[src/rtl/tmr_pkg.sv]
package tmr_pkg;
  localparam int NUM_TMR  = 2;
  localparam int DATA_W   = 32;
  localparam int CODE_W   = 3;

  localparam logic [7:0] OFS_CTRL = 8'h00;
  localparam logic [7:0] OFS_STAT = 8'h04;

  function automatic logic [7:0] ofs_reload(input int t);
    return 8'(8'h10 + 8 * t);
  endfunction

  function automatic logic [7:0] ofs_value(input int t);
    return 8'(8'h14 + 8 * t);
  endfunction

  function automatic int pos_en(input int t);
    return 2 * t;
  endfunction

  function automatic int pos_rel(input int t);
    return 2 * t + 1;
  endfunction

  function automatic int pos_ref(input int t);
    return 11 + t;
  endfunction

  function automatic int pos_code(input int t);
    return 19 + CODE_W * t;
  endfunction

  function automatic int pos_flag(input int t);
    return 8 * t;
  endfunction

  function automatic logic [DATA_W-1:0] ctrl_mask();
    logic [DATA_W-1:0] m;
    m = '0;
    for (int t = 0; t < NUM_TMR; t++) begin
      m[pos_en(t)]  = 1'b1;
      m[pos_rel(t)] = 1'b1;
      m[pos_ref(t)] = 1'b1;
      for (int b = 0; b < CODE_W; b++) m[pos_code(t) + b] = 1'b1;
    end
    return m;
  endfunction

  typedef struct packed {
    logic              en;
    logic              rel;
    logic              use_ref;
    logic [CODE_W-1:0] code;
  } tmr_cfg_t;
endpackage

[src/rtl/tmr_prescaler.sv]
module tmr_prescaler #(
  parameter int CODE_W = 3
) (
  input  logic              clk,
  input  logic              rst,
  input  logic              en,
  input  logic              use_ref,
  input  logic              ref_tick,
  input  logic [CODE_W-1:0] code,
  output logic              tick
);
  localparam int PW = (1 << CODE_W) - 1;

  logic [PW-1:0] div_q;
  logic [PW-1:0] mask;

  always_comb begin
    for (int i = 0; i < PW; i++) mask[i] = (i < int'(code));
  end

  always_comb begin
    if (!en)          tick = 1'b0;
    else if (use_ref) tick = ref_tick;
    else              tick = ((div_q & mask) == mask);
  end

  always_ff @(posedge clk) begin
    if (rst || !en || use_ref) div_q <= '0;
    else                       div_q <= div_q + 1'b1;
  end

  AST_DIV_SPACING: assert property (@(posedge clk) disable iff (rst)
    (tick && !use_ref && code != '0) |=> !(tick && !use_ref && $stable(code)));
endmodule

[src/rtl/tmr_counter.sv]
module tmr_counter #(
  parameter int W = 32
) (
  input  logic         clk,
  input  logic         rst,
  input  logic         tick,
  input  logic         rel_en,
  input  logic [W-1:0] reload_val,
  input  logic         val_wr,
  input  logic [W-1:0] val_wdata,
  output logic [W-1:0] count,
  output logic         expire
);
  logic [W-1:0] cnt_q;

  always_ff @(posedge clk) begin
    if (rst)             cnt_q <= '0;
    else if (val_wr)     cnt_q <= val_wdata;
    else if (tick) begin
      if (cnt_q == '0) begin
        if (rel_en)      cnt_q <= reload_val;
      end else           cnt_q <= cnt_q - 1'b1;
    end
  end

  assign count  = cnt_q;
  assign expire = tick && !val_wr && (cnt_q == W'(1));

  AST_WRITE_WINS: assert property (@(posedge clk) disable iff (rst)
    val_wr |=> (cnt_q == $past(val_wdata)));
  AST_STEP_DOWN: assert property (@(posedge clk) disable iff (rst)
    (tick && !val_wr && cnt_q != '0) |=> (cnt_q == $past(cnt_q) - 1'b1));
  AST_RELOAD_TAKE: assert property (@(posedge clk) disable iff (rst)
    (tick && !val_wr && cnt_q == '0 && rel_en) |=> (cnt_q == $past(reload_val)));
  AST_ONESHOT_PARK: assert property (@(posedge clk) disable iff (rst)
    (cnt_q == '0 && !rel_en && !val_wr) |=> (cnt_q == '0));
endmodule

[src/rtl/tmr_status.sv]
module tmr_status #(
  parameter int N = 2
) (
  input  logic         clk,
  input  logic         rst,
  input  logic [N-1:0] set,
  input  logic         clr_wr,
  input  logic [N-1:0] keep,
  output logic [N-1:0] flags
);
  logic [N-1:0] flag_q;
  logic [N-1:0] clr;

  assign clr = clr_wr ? ~keep : '0;

  always_ff @(posedge clk) begin
    if (rst) flag_q <= '0;
    else     flag_q <= set | (flag_q & ~clr);
  end

  assign flags = flag_q;

  for (genvar i = 0; i < N; i++) begin : g_chk
    AST_FLAG_SET: assert property (@(posedge clk) disable iff (rst)
      set[i] |=> flag_q[i]);
    AST_FLAG_HOLD: assert property (@(posedge clk) disable iff (rst)
      (flag_q[i] && !clr[i]) |=> flag_q[i]);
    AST_FLAG_WZC: assert property (@(posedge clk) disable iff (rst)
      (clr_wr && !keep[i] && !set[i]) |=> !flag_q[i]);
  end
endmodule

[src/rtl/dual_reload_timer.sv]
module dual_reload_timer
  import tmr_pkg::*;
#(
  parameter int AW = 8
) (
  input  logic              clk,
  input  logic              rst,
  input  logic              bus_wr,
  input  logic [AW-1:0]     bus_addr,
  input  logic [DATA_W-1:0] bus_wdata,
  output logic [DATA_W-1:0] bus_rdata,
  input  logic              ref_tick,
  output logic [NUM_TMR-1:0] irq
);
  localparam logic [DATA_W-1:0] CMASK = ctrl_mask();

  logic [DATA_W-1:0] ctrl_q;
  logic [DATA_W-1:0] reload_q [NUM_TMR];
  logic [DATA_W-1:0] count    [NUM_TMR];
  logic [NUM_TMR-1:0] expire;
  logic [NUM_TMR-1:0] val_wr;
  logic [NUM_TMR-1:0] keep;
  logic [NUM_TMR-1:0] flags;
  tmr_cfg_t           cfg [NUM_TMR];
  logic               stat_wr;

  always_ff @(posedge clk) begin
    if (rst)                                   ctrl_q <= '0;
    else if (bus_wr && bus_addr == AW'(OFS_CTRL)) ctrl_q <= bus_wdata & CMASK;
  end

  assign stat_wr = bus_wr && (bus_addr == AW'(OFS_STAT));

  for (genvar t = 0; t < NUM_TMR; t++) begin : g_tmr
    localparam int PE = pos_en(t);
    localparam int PR = pos_rel(t);
    localparam int PF = pos_ref(t);
    localparam int PC = pos_code(t);
    localparam int PS = pos_flag(t);

    assign cfg[t].en      = ctrl_q[PE];
    assign cfg[t].rel     = ctrl_q[PR];
    assign cfg[t].use_ref = ctrl_q[PF];
    assign cfg[t].code    = ctrl_q[PC +: CODE_W];
    assign val_wr[t]      = bus_wr && (bus_addr == AW'(ofs_value(t)));
    assign keep[t]        = bus_wdata[PS];

    always_ff @(posedge clk) begin
      if (rst) reload_q[t] <= '0;
      else if (bus_wr && bus_addr == AW'(ofs_reload(t))) reload_q[t] <= bus_wdata;
    end

    logic tick;

    tmr_prescaler #(.CODE_W(CODE_W)) presc_i (
      .clk      (clk),
      .rst      (rst),
      .en       (cfg[t].en),
      .use_ref  (cfg[t].use_ref),
      .ref_tick (ref_tick),
      .code     (cfg[t].code),
      .tick     (tick)
    );

    tmr_counter #(.W(DATA_W)) cnt_i (
      .clk        (clk),
      .rst        (rst),
      .tick       (tick),
      .rel_en     (cfg[t].rel),
      .reload_val (reload_q[t]),
      .val_wr     (val_wr[t]),
      .val_wdata  (bus_wdata),
      .count      (count[t]),
      .expire     (expire[t])
    );

    AST_FREEZE_OFF: assert property (@(posedge clk) disable iff (rst)
      (!cfg[t].en && !val_wr[t]) |=> $stable(count[t]));
    AST_IRQ_RISE: assert property (@(posedge clk) disable iff (rst)
      $rose(irq[t]) |-> $past(expire[t]));
  end

  tmr_status #(.N(NUM_TMR)) stat_i (
    .clk    (clk),
    .rst    (rst),
    .set    (expire),
    .clr_wr (stat_wr),
    .keep   (keep),
    .flags  (flags)
  );

  assign irq = flags;

  always_ff @(posedge clk) begin
    if (rst) bus_rdata <= '0;
    else begin
      bus_rdata <= '0;
      if (bus_addr == AW'(OFS_CTRL)) bus_rdata <= ctrl_q;
      if (bus_addr == AW'(OFS_STAT)) begin
        for (int t = 0; t < NUM_TMR; t++) bus_rdata[pos_flag(t)] <= flags[t];
      end
      for (int t = 0; t < NUM_TMR; t++) begin
        if (bus_addr == AW'(ofs_reload(t))) bus_rdata <= reload_q[t];
        if (bus_addr == AW'(ofs_value(t)))  bus_rdata <= count[t];
      end
    end
  end

  AST_IRQ_RESET: assert property (@(posedge clk)
    $past(rst) |-> (irq == '0));
endmodule

[config.mk]
export PLATFORM = sky130hd
export DESIGN_NAME = dual_reload_timer
export DESIGN_NICKNAME = d
export VERILOG_FILES = /design/src/rtl/tmr_pkg.sv /design/src/rtl/tmr_prescaler.sv /design/src/rtl/tmr_counter.sv /design/src/rtl/tmr_status.sv /design/src/rtl/dual_reload_timer.sv
export SDC_FILE = /design/constraint.sdc
export NUM_CORES = 1
export LEC_CHECK = 0
export ABC_AREA = 1
export BUFFER_PORTS_ARGS = -buffer_cell sky130_fd_sc_hd__buf_2
export CORE_ASPECT_RATIO = 1.1
export CORE_UTILIZATION = 30
export DETAILED_ROUTE_END_ITERATION = 16
export HOLD_SLACK_MARGIN = 0.08
export PLACE_DENSITY_LB_ADDON = 0.3
export SETUP_SLACK_MARGIN = 0.2
export SYNTH_ARGS = -nofsm -noshare
export SYNTH_HDL_FRONTEND = slang
export SYNTH_SLANG_ARGS = --single-unit
[constraint.sdc]
create_clock -name clk -period 4.89 [get_ports clk]
set_input_delay 0 -clock clk [delete_from_list [all_inputs] [get_ports clk]]
set_output_delay 0 -clock clk [all_outputs]
set_load 0.02 [all_outputs]
==> run metrics, run 1 <==
status=finished clean; initial antenna violation count=0; cell row count=71; Worst path most repeated cell=nor2_1; die width=181.2 um; I/O pin cnt=78; number of global-route vias before repair=9846; Slowest Stage Delay on Critical Path=0.67 ns; Final Hold Viols=0; CP required=5.19 ns; Synth area leaders=dfxtp_1 23%, edfxtp_1 18%, nand2_1 13%; Power Dens Cells=262.1 nW/um2; Seq/Total Area, Yosys=0.4157; Final Power=3.196 mW; YS warnings=0; Core Area=34470 um2; fin. max-slew vios=0; Max VDD drop=0.0002204 V; leak pwr=5.555 nW; gr usage total=0.2123; global route overflow=0; clock tree from TritonCTS=yes; Power Internal=2.370 mW; first-pass GRT wire length=58030 um; DR WL/cell=18.26 um; CP top delay family=simple AND/OR/NAND/NOR gates; CP Buf/Inv Count=1; Final Critical Period=2.756 ns; Synth Flop Type=dfxtp_1; area delta synth->final=15.08%; DRC=0; worst slew pin tran=1.209 ns; Clock Pin Slew Worst Setup and Hold Paths=0.07 ns; post-synth top area share=0.2343; Post-synth EDFFs=64; commonest non-fill, non-tap cell in the layout=nand2_1; Comb pwr share=0.079; Clock Path Buffers=2; clock power share=0.402; Initial Util=0.3074; worst skew pair latency=0.45 ns; crit share post-route=0.5636; Cell Chain, Critical Path=inv_1 -> ha_1 -> nand2_2 -> nor2_8 -> nand2_2 -> nor2_2 -> nand3_1 -> nand2_1 -> nor2_1 -> nor2_1 -> nor2_1; post-DR vias/cell=5.041; RSZ-0062 raised after global routing=false; total CTS buffers=17; worst-path maximum fanout=21; dpl hpwl=27220 um; htree depth=4; count of input and output buffers=77; launching element type of the critical path=register; library cells used by synthesis=45; Synth Cell Area=10600 um2; CP max-delay cell=nand2_1; clock root cell=clkbuf_16; first drt pass iteration count=5; Syn Nets=1564; clk_skew=0.009135 ns; vias=10323; largest net degree at the start of global routing=84; layout cells sized above 1=0.1037; n_diodes=0; nature of the critical path endpoint=register; max frequency=362.9 MHz; Die H=199.1 um; WS Path Type=register to register; number of routed nets with antenna violations=0; DR iter-0 viols=1041; Setup violations, final=0; async set-reset flop share out of synthesis=0; final WL=37390 um; Cells after Synth=1514; switching part of the total power=0.2586; Max-cap violations=0; worst path arrival time=3.05 ns; GP Congestion=0.9201; Mean Syn Cell Area=6.998 um2; switching power total=0.8266 mW; Yosys reg bits=188; DIE AREA=36070 um2; commonest cells after routing, fill and taps aside=381 x nand2_1, 275 x nor2_1, 158 x inv_1; worst min path class=primary input to register; Slew HR=0.1913; Flop pwr share=0.519; Layout Nets=1647; area leader, netlist=dfxtp_1; Fin Setup TNS=0 ns; CTS Sinks=188
==> metal layers <==
layer | vias up | global-route usage | wire length [um]
met2 | 357 | 0.3588 | 17580
met3 | 65 | 0.02570 | 2233
met1 | 4833 | 0.2751 | 16350
met4 | 0 | 0.08569 | 1226
li1 | 5068 | - | -
met5 | - | 0 | 0
==> cells in the mapped netlist (4+ instances only) <==
master / instances
nor2_2: 12
nand3b_1: 5
clkbuf_1: 32
inv_2: 6
buf_6: 6
o22ai_1: 11
xor2_1: 30
nand2_2: 11
dfxtp_1: 124
ha_1: 6
a31oi_1: 8
nor3_1: 7
inv_1: 158
nand2_1: 381
o21ai_0: 79
xnor2_1: 11
o21ai_1: 29
nor2_1: 275
a221oi_1: 23
nand4_1: 11
buf_2: 16
edfxtp_1: 64
nand3_1: 65
a21oi_1: 96
buf_4: 5
nor2_4: 7
nand2_4: 4
a41oi_1: 4
==> cell families (layout without fill, tap and decap cells) <==
| family | Yosys count | in the layout | synth area share |
|---|---|---|---|
| AOI/OAI and AO/OA | 263 | 263 | 0.1393 |
| xor gates and xnor gates | 41 | 41 | 0.03389 |
| adders and majority gates | 6 | 6 | 0.007085 |
| buffers and inverters | 225 | 321 | 0.08762 |
| DFF | 188 | 188 | 0.4157 |
| muxes | 2 | 2 | 0.001890 |
| and+or+nand+nor | 789 | 789 | 0.3145 |
==> area by class of cell <==
cell class	instances	area, um2
flip-flops and latches	188	4404
clock buffers	19	432.9
inverters	165	619.3
multi-input cells	1101	5285
clock inverters	13	80.08
fillers	3780	22280
well taps	438	548.0
repair buffers	124	823.3
==> per-stage QoR <==
stage	utilization	cell area, um2	hold WS (ns)	setup WS [ns]	std cells
floorplan	-	10600	0.1762	1.539	1514
global placement	0.3290	11340	0.3345	2.178	1982
detailed placement	0.3290	11340	0.3262	2.173	1982
CTS	0.3537	12190	0.1172	2.155	2048
global route	0.3537	12190	0.1485	1.834	2048
finish	0.3537	12190	0.1297	2.134	2048
==> power by group through the flow <==
stage | Sequential [mW] | Clock [mW] | Combinational [mW]
floorplan | 1.69 | 0 | 0.144
global placement | 1.69 | 0 | 0.230
detailed placement | 1.69 | 0 | 0.230
CTS | 1.66 | 1.30 | 0.252
global route | 1.66 | 1.36 | 0.280
finish | 1.66 | 1.29 | 0.253
==> sequential cells by signal, summed over array words and instances, names as in the netlist <==
register             count
g_tmr.presc_i.div_q     14
g_tmr.cnt_i.count       64
ctrl_q                  12
bus_rdata               32
stat_i.flags             2
reload_q                64
==> path summary, 6_finish.rpt <==
path,start,endpoint,slack [ns],cells after the start
min reg2reg,g_tmr[0].presc_i.div_q[0],g_tmr[0].presc_i.div_q[0],0.47,1
min,rst,ctrl_q[20],0.13,5
max,g_tmr[1].cnt_i.count[0],g_tmr[1].cnt_i.count[27],2.13,11
max reg2reg,g_tmr[1].cnt_i.count[0],g_tmr[1].cnt_i.count[27],2.13,11
==> worst min-delay path: cells and delay by family <==
kind	cells	cell delay, ns
compound gates	2	0.16
buf+inv	3	0.36
==> timing repair <==
item / in CTS / in global routing
hold buffers: 34 / 0
buffers inserted: 0 / 0
hold endpoints to repair: 120 / 0
gates resized for setup: 0 / 0
Note: power is estimated with default switching activity, not from simulation.
==> run 2, diff against run 1 <==
--- a/config.mk
+++ b/config.mk
@@ -5,7 +5,7 @@
 export SDC_FILE = /design/constraint.sdc
 export NUM_CORES = 1
 export LEC_CHECK = 0
-export ABC_AREA = 1
+export ABC_AREA = 0
 export BUFFER_PORTS_ARGS = -buffer_cell sky130_fd_sc_hd__buf_2
 export CORE_ASPECT_RATIO = 1.1
 export CORE_UTILIZATION = 30
==> constraint.sdc (replaced) <==
create_clock -name clk -period 2.7 [get_ports clk]
set_input_delay 0 -clock clk [delete_from_list [all_inputs] [get_ports clk]]
set_output_delay 0 -clock clk [all_outputs]
set_load 0.02 [all_outputs]
==> run 2 against run 1 <==
Global-route usage is 1.4 points higher. Fmax is 13% higher. Flip-flop and latch count stayed put. Total power is 88% higher. Hold slack worse by 0.0034 ns. Via count is 6.7% lower. Register-to-register slack worse by 1.9 ns. Combinational power is 49% higher. Sequential share of layout area is 0.36 points lower. Setup slack worse by 1.9 ns. Count of clock-buffer cells in the layout stayed put. Critical path type unchanged.
==> run metrics, run 2 <==
max frequency=409.6 MHz (+13%); commonest cells after routing, fill and taps aside=122 x dfxtp_1, 116 x buf_4, 102 x nor2_1; launching element type of the critical path=register; clock root cell=clkbuf_16; first drt pass iteration count=6 (+1); Setup violations, final=0 (unchanged); Max VDD drop=0.0004366 V (+98%); Min Hold Slack=0.1263 ns (-0.003385 ns); area delta synth->final=26.94%; fin cells=1697 (-17%); number of global-route vias before repair=9391 (-4.6%); RSZ-0062 raised after global routing=true; r2r startpoint=g_tmr[0].cnt_i.count[14]; Slew HR=0.4941 (+0.3028); clock tree from TritonCTS=yes; Synth Flop Type=dfxtp_1; initial antenna violation count=0 (unchanged); Layout Nets=1314 (-20%); Synth area leaders=dfxtp_1 26%, edfxtp_1 20%, a21oi_1 4.4%; Core Area=31650 um2 (-8.2%); DR WL/cell=21.99 um (+20%); CP max-delay cell=or4_4; n_diodes=0 (unchanged); Clock Path Buffers=2 (unchanged); worst min path class=primary input to register; Power Dens Cells=488.3 nW/um2 (+86%); area leader, netlist=dfxtp_1; Slowest Stage Delay on Critical Path=0.54 ns (-0.13 ns); Final Hold Viols=0 (unchanged); clk_skew=0.01719 ns (+0.008051 ns); Initial Util=0.3067 (-0.0007019); switching part of the total power=0.2546 (-0.004032); CP required=3.07 ns (-2.12 ns); YS warnings=0 (unchanged); Syn Nets=1149 (-27%); Met3 Wirelength=2264 um (+1.4%); Max-cap violations=0 (unchanged); die width=173.5 um (-4.2%); number of routed nets with antenna violations=0 (unchanged); Power Internal=4.485 mW (+89%); post-synth top area share=0.2557 (+0.02144); htree depth=4 (unchanged); final WL=37320 um (-0.19%); register area=4407 um2 (about the same); DR iter-0 viols=1234 (+19%); Cells after Synth=1099 (-27%); worst-path maximum fanout=12 (-43%); Comb pwr share=0.063 (-0.016); top-count cell post-synth=dfxtp_1; async set-reset flop share out of synthesis=0 (unchanged); Flop pwr share=0.501 (-0.018); met1 WL=15470 um (-5.4%); DIE AREA=33080 um2 (-8.3%); worst slew pin tran=0.7561 ns (-0.4525 ns); total CTS buffers=17 (unchanged); Mean Syn Cell Area=8.832 um2 (+26%); I/O pin cnt=78 (unchanged); switching power total=1.532 mW (+85%); largest net degree at the start of global routing=33 (-61%); count of input and output buffers=77 (unchanged); Multi-input gate area=5061 um2 (-4.2%); Seq/Total Area, Yosys=0.4537 (+0.03804); first-pass GRT wire length=56420 um (-2.8%); global route overflow=0 (unchanged); vias=9632 (-6.7%); crit share post-route=0.9043 (+0.3408); cell row count=68 (-4.2%); Fin Setup TNS=0 ns (unchanged); clock power share=0.436 (+0.034); nature of the critical path endpoint=register; worst path arrival time=2.81 ns (-0.24 ns); library cells used by synthesis=64 (+42%); met2 wire len=17690 um (+0.63%); gr usage total=0.2267 (+0.01442); Post-synth EDFFs=64 (unchanged); FILL cells=3237 (-14%); commonest non-fill, non-tap cell in the layout=dfxtp_1; layout cells sized above 1=0.2067 (+0.1030); Worst Hold Launch=rst; Synth Cell Area=9707 um2 (-8.4%); Post-Place Cells=1627 (-18%); Final Critical Period=2.442 ns (-0.3141 ns); dpl hpwl=26630 um (-2.2%); status=finished clean; Top Metal Used=met4; WS Path Type=register to register; fin. max-slew vios=0 (unchanged); CP Launch Point=g_tmr[0].cnt_i.count[14]; Cell Chain, Critical Path=or4_4 -> or3_4 -> or3_4 -> nor2_4 -> or2_4 -> buf_12 -> mux2i_1 -> a221oi_2; list of most frequent post-synthesis cells=124 x dfxtp_1, 104 x nor2_1, 86 x a21oi_1, 86 x nand2_1, 74 x clkbuf_1; Worst path most repeated cell=or3_4; leak pwr=4.642 nW (-16%); Yosys reg bits=188 (unchanged); CTS Sinks=188 (unchanged); GP Congestion=0.9795 (+6.5%); Clock Pin Slew Worst Setup and Hold Paths=0.08 ns (about the same); post-DR vias/cell=5.676 (+13%); Die H=190.7 um (-4.2%); worst skew pair latency=0.46 ns (about the same); DRC=0 (unchanged)
run 2: changes by cell type in the layout (fill, tap and decap cells not counted), moves of 18 or more:
| cell | change |
|---|---|
| a22oi_1 | +50 |
| mux2i_1 | +19 |
| nand2_1 | -297 |
| nor4_1 | +18 |
| nor2_1 | -173 |
| inv_1 | -146 |
| nor3_1 | +24 |
| o21ai_0 | -34 |
| buf_4 | +103 |
| and2_1 | +68 |
| nand3_1 | -27 |
| a221oi_1 | -23 |
run 2: critical path, delay by kind of cell (launching register included):
family / cells / cell delay (ns)
AND/OR/NAND/NOR: 5 / 1.50
flip-flops: 1 / 0.35
AO/OA/AOI/OAI: 1 / 0.27
buffers and inverters: 1 / 0.14
multiplexers: 1 / 0.10
run 2: worst paths after layout:
| path | slack, ns | end | cells after the start |
|---|---|---|---|
| hold reg to reg | 0.48 | ctrl_q[19] | 2 |
| setup reg to reg | 0.26 | g_tmr[0].cnt_i.count[23] | 8 |
| setup / recovery | 0.26 | g_tmr[0].cnt_i.count[23] | 8 |
| hold / removal | 0.13 | ctrl_q[11] | 2 |
run 2: routing by layer:
metal | global-route usage | up-vias
met5 | 0 | -
met4 | 0.1191 | 0
met3 | 0.03429 | 104
met2 | 0.3806 | 445
met1 | 0.2810 | 4685
li1 | - | 4398
run 2: layout make-up:
type / instances / share of cell area
clock buffers: 19 / 0.03686
inverters: 12 / 0.003656
multi-input cells: 814 / 0.4107
well taps: 420 / 0.04265
flip-flops and latches: 188 / 0.3576
repair buffers: 231 / 0.1369
clock inverters: 13 / 0.01158
run 2: logic make-up (layout without fill, tap and decap cells):
kind of cell    count (synthesis)  after routing  share of synthesized area
compound gates                302            302                     0.2029
xor+xnor                       34             34                    0.03068
fa+ha+maj                       6              6                   0.007734
buf+inv                        98            275                    0.04254
flops                         188            188                     0.4537
mux                            21             21                    0.02165
simple gates                  450            451                     0.2408
run 2: per-stage QoR:
stage                     total power [mW]    util  area [um2]  setup WS (ns)
after floorplan                      3.217       -        9743        0.06989
after global placement               3.408  0.3540       11200        0.05615
after detailed placement             3.410  0.3540       11200        0.03192
after CTS                            6.072  0.3858       12210         0.2014
after global routing                 6.217  0.3893       12320         0.1379
final                                6.017  0.3893       12320         0.2584
run 2: power groups by stage:
stage               sequential, mW  combinational [mW]  clock (mW)
floorplan                     3.06               0.158           0
global placement              3.08               0.327           0
detailed placement            3.08               0.329           0
CTS                           3.02               0.370        2.69
global route                  3.02               0.406        2.79
finish                        3.02               0.378        2.62
run 2: timing repair:
item                                    4_1_cts  5_1_grt
hold buffers                                 33        0
gates cloned                                  0        1
pin swaps                                     1        9
setup buffers                                 4        0
hold endpoints to repair                    143        0
gates resized for setup                      10       20
endpoints found under the setup margin       47       55
==> run 3, diff against run 2 <==
--- a/config.mk
+++ b/config.mk
@@ -9,6 +9,7 @@
 export BUFFER_PORTS_ARGS = -buffer_cell sky130_fd_sc_hd__buf_2
 export CORE_ASPECT_RATIO = 1.1
 export CORE_UTILIZATION = 30
+export CTS_BUF_LIST = sky130_fd_sc_hd__clkbuf_8
 export DETAILED_ROUTE_END_ITERATION = 16
 export HOLD_SLACK_MARGIN = 0.08
 export PLACE_DENSITY_LB_ADDON = 0.3
==> run 3 against run 2 <==
Non-clock buffer count up 8. Clock skew rose by 0.011 ns. Combinational power increased by 2%. Count of clock-buffer cells in the layout down 2. Flip-flop and latch count unchanged. Sequential share of layout area up 0.27 points. Clock power down 22%. Fmax down 0.55%. Cell area shrank 0.76%. Critical endpoint unchanged. Largest cell class unchanged. Largest power group unchanged.
==> run metrics, run 3 (synthesis gave the netlist of run 2 again) <==
GP Congestion=0.9795 (unchanged); fin. max-slew vios=0 (unchanged); initial antenna violation count=0 (unchanged); Max VDD drop=0.0003190 V (-27%); RSZ-0062 raised after global routing=true; Final Power=5.439 mW (-9.6%); Fin Setup TNS=0 ns (unchanged); Clock Pin Slew Worst Setup and Hold Paths=0.11 ns (+0.03 ns); FILL cells=3245 (+0.25%); CP required=3.12 ns (+0.05 ns); DR iter-0 viols=1109 (-10%); global route overflow=0 (unchanged); clock tree from TritonCTS=yes; area delta synth->final=25.97%; count of input and output buffers=77 (unchanged); DRC=0 (unchanged); die width=173.5 um (unchanged); number of routed nets with antenna violations=0 (unchanged); launching element type of the critical path=register; Core Area=31650 um2 (unchanged); final WL=37330 um (about the same); Final Critical Period=2.455 ns (+0.01363 ns); Area after DPL=11200 um2 (unchanged); first drt pass iteration count=6 (unchanged); status=finished clean; cell area after layout=12230 um2 (-0.76%); leak pwr=4.612 nW (-0.65%); WS Path Type=register to register; R2R Setup Slk=0.24 ns (about the same); first-pass GRT wire length=56200 um (-0.39%); crit share post-route=0.9094 (+0.005048); worst slew pin tran=0.8084 ns (+0.05237 ns); clk_skew=0.02781 ns (+0.01062 ns); gr usage total=0.2253 (-0.001448); htree depth=4 (unchanged); worst min path class=primary input to register; Clock Path Buffers=2 (unchanged); Min Hold Slack=0.1581 ns (+0.03174 ns); commonest cells after routing, fill and taps aside=122 x dfxtp_1, 117 x buf_4, 102 x nor2_1; DIE AREA=33080 um2 (unchanged); layout cells sized above 1=0.2086 (+0.001826); cell row count=68 (unchanged); max frequency=407.3 MHz (-0.55%); worst-path maximum fanout=14 (+2); vias=9611 (-0.22%); n_diodes=0 (unchanged); Final Hold Viols=0 (unchanged); CTS Sinks=188 (unchanged); worst path arrival time=2.87 ns (+0.06 ns); Power Dens Cells=444.8 nW/um2 (-8.9%); largest net degree at the start of global routing=33 (unchanged); Initial Util=0.3067 (unchanged); commonest non-fill, non-tap cell in the layout=dfxtp_1; nature of the critical path endpoint=register; Max-cap violations=0 (unchanged); Die H=190.7 um (unchanged); Setup violations, final=0 (unchanged); final core utilization=0.3863 (-0.002965); Layout Nets=1322 (+0.61%); dpl hpwl=26630 um (unchanged); number of global-route vias before repair=9358 (-0.35%); worst skew pair latency=0.50 ns (+0.04 ns); I/O pin cnt=78 (unchanged); total CTS buffers=17 (unchanged); clock root cell=clkbuf_8; DR WL/cell=21.89 um (-0.44%); Slew HR=0.4605 (-0.03363); post-DR vias/cell=5.637 (-0.69%)
run 3: worst max-delay path: stages, from the launching register on:
cell and delay (ns):
dfxtp_2 0.34, or4_4 0.53, or3_4 0.40, or3_4 0.38, nor2_4 0.10, or2_4 0.13, buf_12 0.14, mux2i_1 0.10
a221oi_2 0.25
run 3: power breakdown:
| group | internal [mW] | switching [mW] | total (mW) |
|---|---|---|---|
| Combinational | 0.153 | 0.234 | 0.386 |
| Sequential | 2.97 | 0.0444 | 3.02 |
| Clock | 0.856 | 1.18 | 2.04 |
run 3: what timing repair did:
action	in CTS	in global routing
gates resized for setup	11	18
hold endpoints to repair	144	0
pin swaps	1	6
setup endpoints to repair	46	57
hold buffers	39	0
cloned	0	2
setup buffers	2	3
run 3: final cells by class:
| cell class | instances | area, um2 | share of cell area |
|---|---|---|---|
| inverters | 12 | 45.04 | 0.003684 |
| flip-flops and latches | 188 | 4407 | 0.3604 |
| multi-input cells | 814 | 5061 | 0.4139 |
| clock buffers | 17 | 234.0 | 0.01913 |
| repair buffers | 239 | 1779 | 0.1455 |
| clock inverters | 15 | 176.4 | 0.01443 |
| well taps | 420 | 525.5 | 0.04298 |
run 3: per-layer routing:
layer / vias to the layer above / GRT usage / wire [um]
li1: 4425 / - / -
met1: 4673 / 0.2802 / 15710
met2: 411 / 0.3778 / 17570
met3: 102 / 0.03210 / 2068
met4: 0 / 0.1198 / 1975
met5: - / 0 / 0
run 3: worst paths after layout:
check,startpoint,to,cells past startpoint
hold reg to reg,ctrl_q[19],ctrl_q[19],2
hold / removal,bus_addr[4],stat_i.flags[0],6
setup / recovery,g_tmr[0].cnt_i.count[14],g_tmr[0].cnt_i.count[23],8
setup reg to reg,g_tmr[0].cnt_i.count[14],g_tmr[0].cnt_i.count[23],8
run 3: stage by stage:
step,instances,setup slack [ns]
global route,1705,0.1646
detailed placement,1627,0.03192
finish,1705,0.2447
floorplan,1099,0.06989
CTS,1700,0.2026
global placement,1627,0.05615
